<file path="src/rtl/opf_pkg.sv">
package opf_pkg;
  typedef enum logic [2:0] {
    OPK_AIND, OPK_POST, OPK_PRE, OPK_CALC, OPK_ABS, OPK_IMM, OPK_BAD
  } opk_e;

  typedef enum logic [2:0] {
    ST_IDLE, ST_EXT, ST_HI, ST_LO, ST_DONE
  } st_e;
endpackage

</file>
<file path="src/rtl/opf_decode.sv">
module opf_decode
  import opf_pkg::*;
(
  input  logic [5:0] ea_field,
  output opk_e       kind
);
  logic [2:0] mode;
  logic [2:0] rnum;

  assign mode = ea_field[5:3];
  assign rnum = ea_field[2:0];

  always_comb begin
    kind = OPK_BAD;
    case (mode)
      3'd2: kind = OPK_AIND;
      3'd3: kind = OPK_POST;
      3'd4: kind = OPK_PRE;
      3'd5, 3'd6: kind = OPK_CALC;
      3'd7: begin
        case (rnum)
          3'd1:       kind = OPK_ABS;
          3'd2, 3'd3: kind = OPK_CALC;
          3'd4:       kind = OPK_IMM;
          default:    kind = OPK_BAD;
        endcase
      end
      default: kind = OPK_BAD;
    endcase
  end
endmodule

</file>
<file path="src/rtl/opf_extbuf.sv">
module opf_extbuf #(
  parameter int EW = 16,
  parameter int BW = 64,
  parameter int CW = 3
) (
  input  logic          clk,
  input  logic          rst_n,
  input  logic          clr,
  input  logic          shift,
  input  logic [EW-1:0] word,
  output logic [BW-1:0] data_q,
  output logic [BW-1:0] data_nxt,
  output logic [CW-1:0] cnt_q
);
  logic [BW-1:0] data_d;
  logic [CW-1:0] cnt_d;

  assign data_nxt = {data_q[BW-EW-1:0], word};

  always_comb begin
    data_d = data_q;
    cnt_d  = cnt_q;
    if (clr) begin
      data_d = '0;
      cnt_d  = '0;
    end else if (shift) begin
      data_d = data_nxt;
      cnt_d  = cnt_q + CW'(1);
    end
  end

  always_ff @(posedge clk or negedge rst_n) begin
    if (!rst_n) begin
      data_q <= '0;
      cnt_q  <= '0;
    end else begin
      data_q <= data_d;
      cnt_q  <= cnt_d;
    end
  end
endmodule

</file>
<file path="src/rtl/dword_operand_fetch.sv">
module dword_operand_fetch
  import opf_pkg::*;
#(
  parameter int AW   = 32,
  parameter int WW   = 32,
  parameter int EW   = 16,
  parameter int STEP = 8
) (
  input  logic          clk,
  input  logic          rst_n,
  input  logic          start,
  input  logic [5:0]    ea_field,
  input  logic [AW-1:0] calc_addr,
  output logic [2:0]    areg_rd_idx,
  input  logic [AW-1:0] areg_rd_data,
  output logic          areg_wr_en,
  output logic [2:0]    areg_wr_idx,
  output logic [AW-1:0] areg_wr_data,
  output logic          ext_req,
  input  logic          ext_vld,
  input  logic [EW-1:0] ext_word,
  output logic          mem_req,
  output logic [AW-1:0] mem_addr,
  input  logic          mem_ack,
  input  logic [WW-1:0] mem_rdata,
  output logic          done,
  output logic          err,
  output logic [2*WW-1:0] result
);
  localparam int OW        = 2 * WW;
  localparam int IMM_WORDS = OW / EW;
  localparam int ABS_WORDS = AW / EW;
  localparam int CW        = $clog2(IMM_WORDS + 1);
  localparam int BEAT      = WW / 8;

  st_e             state_q, state_d;
  opk_e            kind_q, kind_d, kind_now;
  logic [AW-1:0]   base_q, base_d;
  logic [WW-1:0]   hi_q, hi_d;
  logic [OW-1:0]   res_q, res_d;
  logic            err_q, err_d;
  logic            accept;
  logic            ext_shift;
  logic [OW-1:0]   ext_data, ext_next;
  logic [CW-1:0]   ext_cnt, ext_need;

  opf_decode u_decode (
    .ea_field (ea_field),
    .kind     (kind_now)
  );

  assign accept    = start && (state_q == ST_IDLE);
  assign ext_shift = (state_q == ST_EXT) && ext_vld;
  assign ext_need  = (kind_q == OPK_IMM) ? CW'(IMM_WORDS) : CW'(ABS_WORDS);

  opf_extbuf #(.EW(EW), .BW(OW), .CW(CW)) u_extbuf (
    .clk      (clk),
    .rst_n    (rst_n),
    .clr      (accept),
    .shift    (ext_shift),
    .word     (ext_word),
    .data_q   (ext_data),
    .data_nxt (ext_next),
    .cnt_q    (ext_cnt)
  );

  assign areg_rd_idx  = ea_field[2:0];
  assign areg_wr_idx  = ea_field[2:0];
  assign areg_wr_en   = accept && ((kind_now == OPK_POST) || (kind_now == OPK_PRE));
  assign areg_wr_data = (kind_now == OPK_POST) ? (areg_rd_data + AW'(STEP))
                                               : (areg_rd_data - AW'(STEP));

  always_comb begin
    state_d = state_q;
    kind_d  = kind_q;
    base_d  = base_q;
    hi_d    = hi_q;
    res_d   = res_q;
    err_d   = err_q;
    case (state_q)
      ST_IDLE: begin
        if (accept) begin
          kind_d = kind_now;
          err_d  = 1'b0;
          case (kind_now)
            OPK_AIND, OPK_POST: begin
              base_d  = areg_rd_data;
              state_d = ST_HI;
            end
            OPK_PRE: begin
              base_d  = areg_rd_data - AW'(STEP);
              state_d = ST_HI;
            end
            OPK_CALC: begin
              base_d  = calc_addr;
              state_d = ST_HI;
            end
            OPK_ABS, OPK_IMM: state_d = ST_EXT;
            default: begin
              err_d   = 1'b1;
              res_d   = '0;
              state_d = ST_DONE;
            end
          endcase
        end
      end
      ST_EXT: begin
        if (ext_vld && (ext_cnt + CW'(1) == ext_need)) begin
          if (kind_q == OPK_IMM) begin
            res_d   = ext_next;
            state_d = ST_DONE;
          end else begin
            base_d  = ext_next[AW-1:0];
            state_d = ST_HI;
          end
        end
      end
      ST_HI: begin
        if (mem_ack) begin
          hi_d    = mem_rdata;
          state_d = ST_LO;
        end
      end
      ST_LO: begin
        if (mem_ack) begin
          res_d   = {hi_q, mem_rdata};
          state_d = ST_DONE;
        end
      end
      default: state_d = ST_IDLE;
    endcase
  end

  always_ff @(posedge clk or negedge rst_n) begin
    if (!rst_n) begin
      state_q <= ST_IDLE;
      kind_q  <= OPK_BAD;
      base_q  <= '0;
      hi_q    <= '0;
      res_q   <= '0;
      err_q   <= 1'b0;
    end else begin
      state_q <= state_d;
      kind_q  <= kind_d;
      base_q  <= base_d;
      hi_q    <= hi_d;
      res_q   <= res_d;
      err_q   <= err_d;
    end
  end

  assign mem_req  = (state_q == ST_HI) || (state_q == ST_LO);
  assign mem_addr = (state_q == ST_LO) ? (base_q + AW'(BEAT)) : base_q;
  assign ext_req  = (state_q == ST_EXT);
  assign done     = (state_q == ST_DONE);
  assign err      = err_q;
  assign result   = res_q;

  AST_ADDR_HELD: assert property (@(posedge clk) disable iff (!rst_n)
    (mem_req && !mem_ack) |=> (mem_req && $stable(mem_addr)));
  AST_SECOND_BEAT: assert property (@(posedge clk) disable iff (!rst_n)
    (state_q == ST_HI && mem_ack) |=> (mem_req && mem_addr == $past(mem_addr) + AW'(BEAT)));
  AST_SINGLE_WB: assert property (@(posedge clk) disable iff (!rst_n)
    areg_wr_en |=> !areg_wr_en);
  AST_IMM_NO_MEM: assert property (@(posedge clk) disable iff (!rst_n)
    (kind_q == OPK_IMM) |-> !mem_req);
  AST_BAD_QUIET: assert property (@(posedge clk) disable iff (!rst_n)
    (accept && kind_now == OPK_BAD) |=> (done && err && !mem_req && !ext_req));
  AST_DONE_PULSE: assert property (@(posedge clk) disable iff (!rst_n)
    done |=> !done);
endmodule

</file>
<file path="config.mk">
export PLATFORM = sky130hd
export DESIGN_NAME = dword_operand_fetch
export DESIGN_NICKNAME = d
export VERILOG_FILES = /design/src/rtl/opf_pkg.sv /design/src/rtl/opf_decode.sv /design/src/rtl/opf_extbuf.sv /design/src/rtl/dword_operand_fetch.sv
export SDC_FILE = /design/constraint.sdc
export NUM_CORES = 1
export LEC_CHECK = 0
export ABC_AREA = 1
export BUFFER_PORTS_ARGS = -buffer_cell sky130_fd_sc_hd__buf_2
export CAP_MARGIN = 25
export CORE_ASPECT_RATIO = 1.1
export CORE_MARGIN = 10
export CORE_UTILIZATION = 55
export CTS_BUF_LIST = sky130_fd_sc_hd__clkbuf_16
export CTS_CLUSTER_DIAMETER = 50
export CTS_CLUSTER_SIZE = 40
export DETAILED_ROUTE_END_ITERATION = 7
export PLACE_DENSITY = 0.9
export SLEW_MARGIN = 20
export SYNTH_ARGS = -nofsm -noshare
export SYNTH_HDL_FRONTEND = slang
export SYNTH_SLANG_ARGS = --single-unit
export TNS_END_PERCENT = 1
</file>
<file path="constraint.sdc">
create_clock -name clk -period 2.6 [get_ports clk]
set_clock_uncertainty 0.15 [all_clocks]
set_input_delay 0.13 -clock clk [delete_from_list [all_inputs] [get_ports clk]]
set_output_delay 0.13 -clock clk [all_outputs]
set_load 0.02 [all_outputs]
</file>
==> flow_metrics.py <==
metrics = {
    "worst_hold_path": {
        "min-delay-path-class": "input port to flop",
        "worst_hold_path.num_cells": 5,
        "hold_path_end": "base_q[17]",
        "hold_start": "calc_addr[17]",
    },
    "finish": {
        "most-common-layout-cells": "sky130_fd_sc_hd__nand2_1 (484), sky130_fd_sc_hd__buf_2 (257), sky130_fd_sc_hd__dfrtp_1 (180)",
        "area.sequential_mm2": 0.00466,
        "post_route_cells_drive_above_1_share_pct": 19.1,
        "combined_area_of_the_multi_input_logic_cells_mm2": 0.00576,
        "design_area_mm2": 0.0144,
        "finalNetCount": 2079,
        "most_common_cell_after_layout_fill_and_taps_aside": "sky130_fd_sc_hd__nand2_1",
        "area_growth_syn_to_layout_pct": 25.3,
        "nFillCells": 1602,
        "post_layout_nonfiller_instances": 2221,
    },
    "drt": {
        "detail_route.first_pass.iterations": 6,
        "antenna_left": 0,
        "totalWireLength_mm": 46.1,
        "dr_total_vias": 13283,
        "via_per_inst": 5.98,
        "wire_per_inst_um": 20.7,
        "detail_route.drc_violations": 0,
        "violation_count_after_the_first_detailed_route_iteration": 1604,
    },
    "floorplan": {
        "die-area_mm2": 0.0270,
        "floorplan.initialDensity_pct": 55.7,
        "rows": 55,
        "die_w_um": 158,
        "fp.dieH_um": 171,
        "io_pins": 262,
        "core-area_mm2": 0.0206,
    },
    "setup_path": {
        "cp-start-kind": "flop",
        "slowest_stage": "sky130_fd_sc_hd__dfrtp_1",
        "r2r_slack_ps": 190,
        "timing.critical_path.slowest_cell_delay_ps": 400,
        "worst_ep_arrival_time_ps": 2350,
        "worst_ep_required_time_ps": 2320,
        "crit_fanout": 5,
        "crit_path_cells": "inv_2 > nand3_4 > nor2_4 > nand3_4 > nor2_4 > nand2_4 > nor2_4 > nand2_4 > nor2_2 > nor2_1 > nor2_1 > buf_4",
        "timing_worst_setup_path_type": "flop to primary output",
        "critPathCaptureType": "primary output",
        "critPathMostFrequentCell": "sky130_fd_sc_hd__nor2_4",
        "r2r.worst_path.cells": 10,
        "r2r-start": "state_q[2]",
        "r2r-end": "result[21]",
    },
    "place": {
        "dp_cells": 2111,
        "gp_routability_congestion": 0.993,
        "hpwlAfterDp_mm": 32.2,
        "buffer_ports.inserted": 261,
        "placed_area_mm2": 0.0129,
    },
    "logic_synthesis": {
        "synthSimpleGateAreaFrac_pct": 32.5,
        "syn-cell-area_mm2": 0.0115,
        "synth_xor_xnor_area_share_pct": 3.74,
        "net_count_of_the_mapped_netlist": 1794,
        "synth_cell_types": 38,
        "synth-compound-area-share_pct": 12.8,
        "yosysWarningCount": 0,
        "yosys-mux-area-fraction_pct": 0,
        "synth_top_family_by_area": "simple AND/OR/NAND/NOR gates",
        "syn-instance-count": 1667,
        "number_of_synthesized_register_bits": 186,
        "synth-seq-area-share_pct": 40.6,
        "synth_adder_area_share_pct": 0.436,
        "postSynthAreaPerCell_um2": 6.88,
    },
    "timing": {
        "setup_total_negative_slack_ps": -26.4,
        "slew-limit-headroom_pct": 59.1,
        "rsz0062_at_grt": "true",
        "hold_violation_count_in_the_final_report": 0,
        "setup_viol": 1,
        "setup_ws_ps": -26.4,
        "final-max-slew-violation-count": 0,
        "finalCritPeriodShare_pct": 101,
        "finalHoldWorstSlack_ps": 14.8,
        "max_clock_freq_mhz": 381,
        "final.min_clock_period_ps": 2630,
        "worstMarginPinSlew_ps": 611,
    },
    "status": {
        "violations": "negative setup slack",
        "outcome": "complete, but fails checks",
    },
    "power_and_ir_drop": {
        "power_per_cell_area_mw_per_mm2": 1060,
        "worst_ir_drop_vdd_mv": 0.809,
        "total_power_w": 0.0152,
        "power.leakage_nw": 7.45,
    },
    "clock_network": {
        "cts_made_buffers": 17,
        "clk_root_buffer_cell": "sky130_fd_sc_hd__clkbuf_16",
        "clock-sinks": 186,
        "clk_latency_ps": 440,
        "clkSlewWorstSetupHoldPaths_ps": 70,
        "tritoncts_clock_tree": "done",
        "clock_tree.buffer_depth": 2,
        "htree_num_levels": 4,
    },
    "global_routing": {
        "global_route.overflow_total": 0,
        "vias_in_the_first_global_route": 12853,
        "gr-usage-all-layers_pct": 33.0,
        "first_pass_grt_wire_length_mm": 70.0,
        "grt_max_degree": 97,
        "grt_antenna_before_repair": 0,
    },
    "job": {
        "max_cap_violations": 0,
    },
}
==> cells by family after synthesis <==
logic type,count (synthesis)
buffers and inverters,278
flip-flops,186
adder cells (fa/ha/maj),4
XOR/XNOR,49
AND/OR/NAND/NOR,877
AO/OA/AOI/OAI,273
==> Yosys cell counts, drive strengths merged <==
library cell  count  area (µm²)
nor3             30         186
nand2           489        1850
and3              1        6.26
xor2             39         342
o211ai            5        37.5
a21oi           105         526
xnor2            10        87.6
clkbuf           59         221
nor2            168         666
ha                4        50.1
inv             178         668
a32o              1        10.0
nand3b            2        15.0
buf              41         253
nand3           153         793
nor4              5        31.3
a22o              1        8.76
a31oi             4        25.0
o22ai            50         313
o31ai             2        15.0
dfstp             2        52.6
o21ai           104         524
nand4            29         181
dfrtp           184        4600
o21a              1        7.51
==> final cells by class <==
| class | count | share of cell area, % |
|---|---|---|
| Multi-Input combinational cell | 1203 | 40.1 |
| Sequential cell | 186 | 32.5 |
| Antenna cell | 1 | 0.0174 |
| Inverter | 178 | 4.65 |
| Timing Repair Buffer | 366 | 16.4 |
| Clock buffer | 17 | 2.96 |
| Tap cell | 256 | 2.23 |
| Clock inverter | 14 | 1.19 |
==> through the flow <==
| stage | worst slack (ps) | utilization, % |
|---|---|---|
| after global routing | -167 | 69.8 |
| after floorplan | 617 | - |
| after detailed placement | 404 | 62.8 |
| final | -26.4 | 69.8 |
| after global placement | 479 | 62.8 |
| after CTS | 0.0377 | 69.1 |
==> timing repair <==
| item | in CTS | in global routing |
|---|---|---|
| resized for setup | 6 | 15 |
| hold buffers | 65 | 0 |
| setup buffers | 2 | 11 |
| hold endpoints to repair | 279 | 0 |
| endpoints found under the setup margin | 10 | 16 |
| pin swaps | 2 | 5 |
==> state kept, by name, indices dropped and copies added, names as in the netlist <==
register,cells
state_q,3
u_extbuf.data_q,48
kind_q,3
result,64
base_q,32
hi_q,32
err,1
u_extbuf.cnt_q,3
==> routing by layer <==
layer | GRT usage (%) | vias up | wire [µm]
met3 | 7.47 | 210 | 5020
li1 | - | 5965 | -
met5 | 0 | - | 0
met4 | 20.3 | 0 | 3110
met1 | 39.0 | 6114 | 16300
met2 | 53.5 | 994 | 21700
==> critical path: cells and delay by family, from the launching register on <==
family,cells,cell delay [ps]
simple gates,10,1210
flops,1,400
buf+inv,2,280
==> power by group <==
group          switching (W)  leakage [nW]  internal (W)
clock                0.00115         0.292       0.00151
sequential          0.000936          2.42       0.00411
combinational        0.00521          4.74       0.00230
==> worst max path at each step <==
stage	start	end	slack, ps	cells past startpoint
final	state_q[2]	mem_addr[30]	-30	12
after detailed placement	state_q[2]	mem_addr[23]	400	9
after global routing	base_q[18]	mem_addr[28]	-170	9
after floorplan	state_q[2]	mem_addr[30]	620	11
after CTS	state_q[2]	mem_addr[30]	0.04	12
after global placement	u_extbuf.cnt_q[0]	base_q[19]	480	11
No activity file was read; power rests on OpenSTA's default activity.
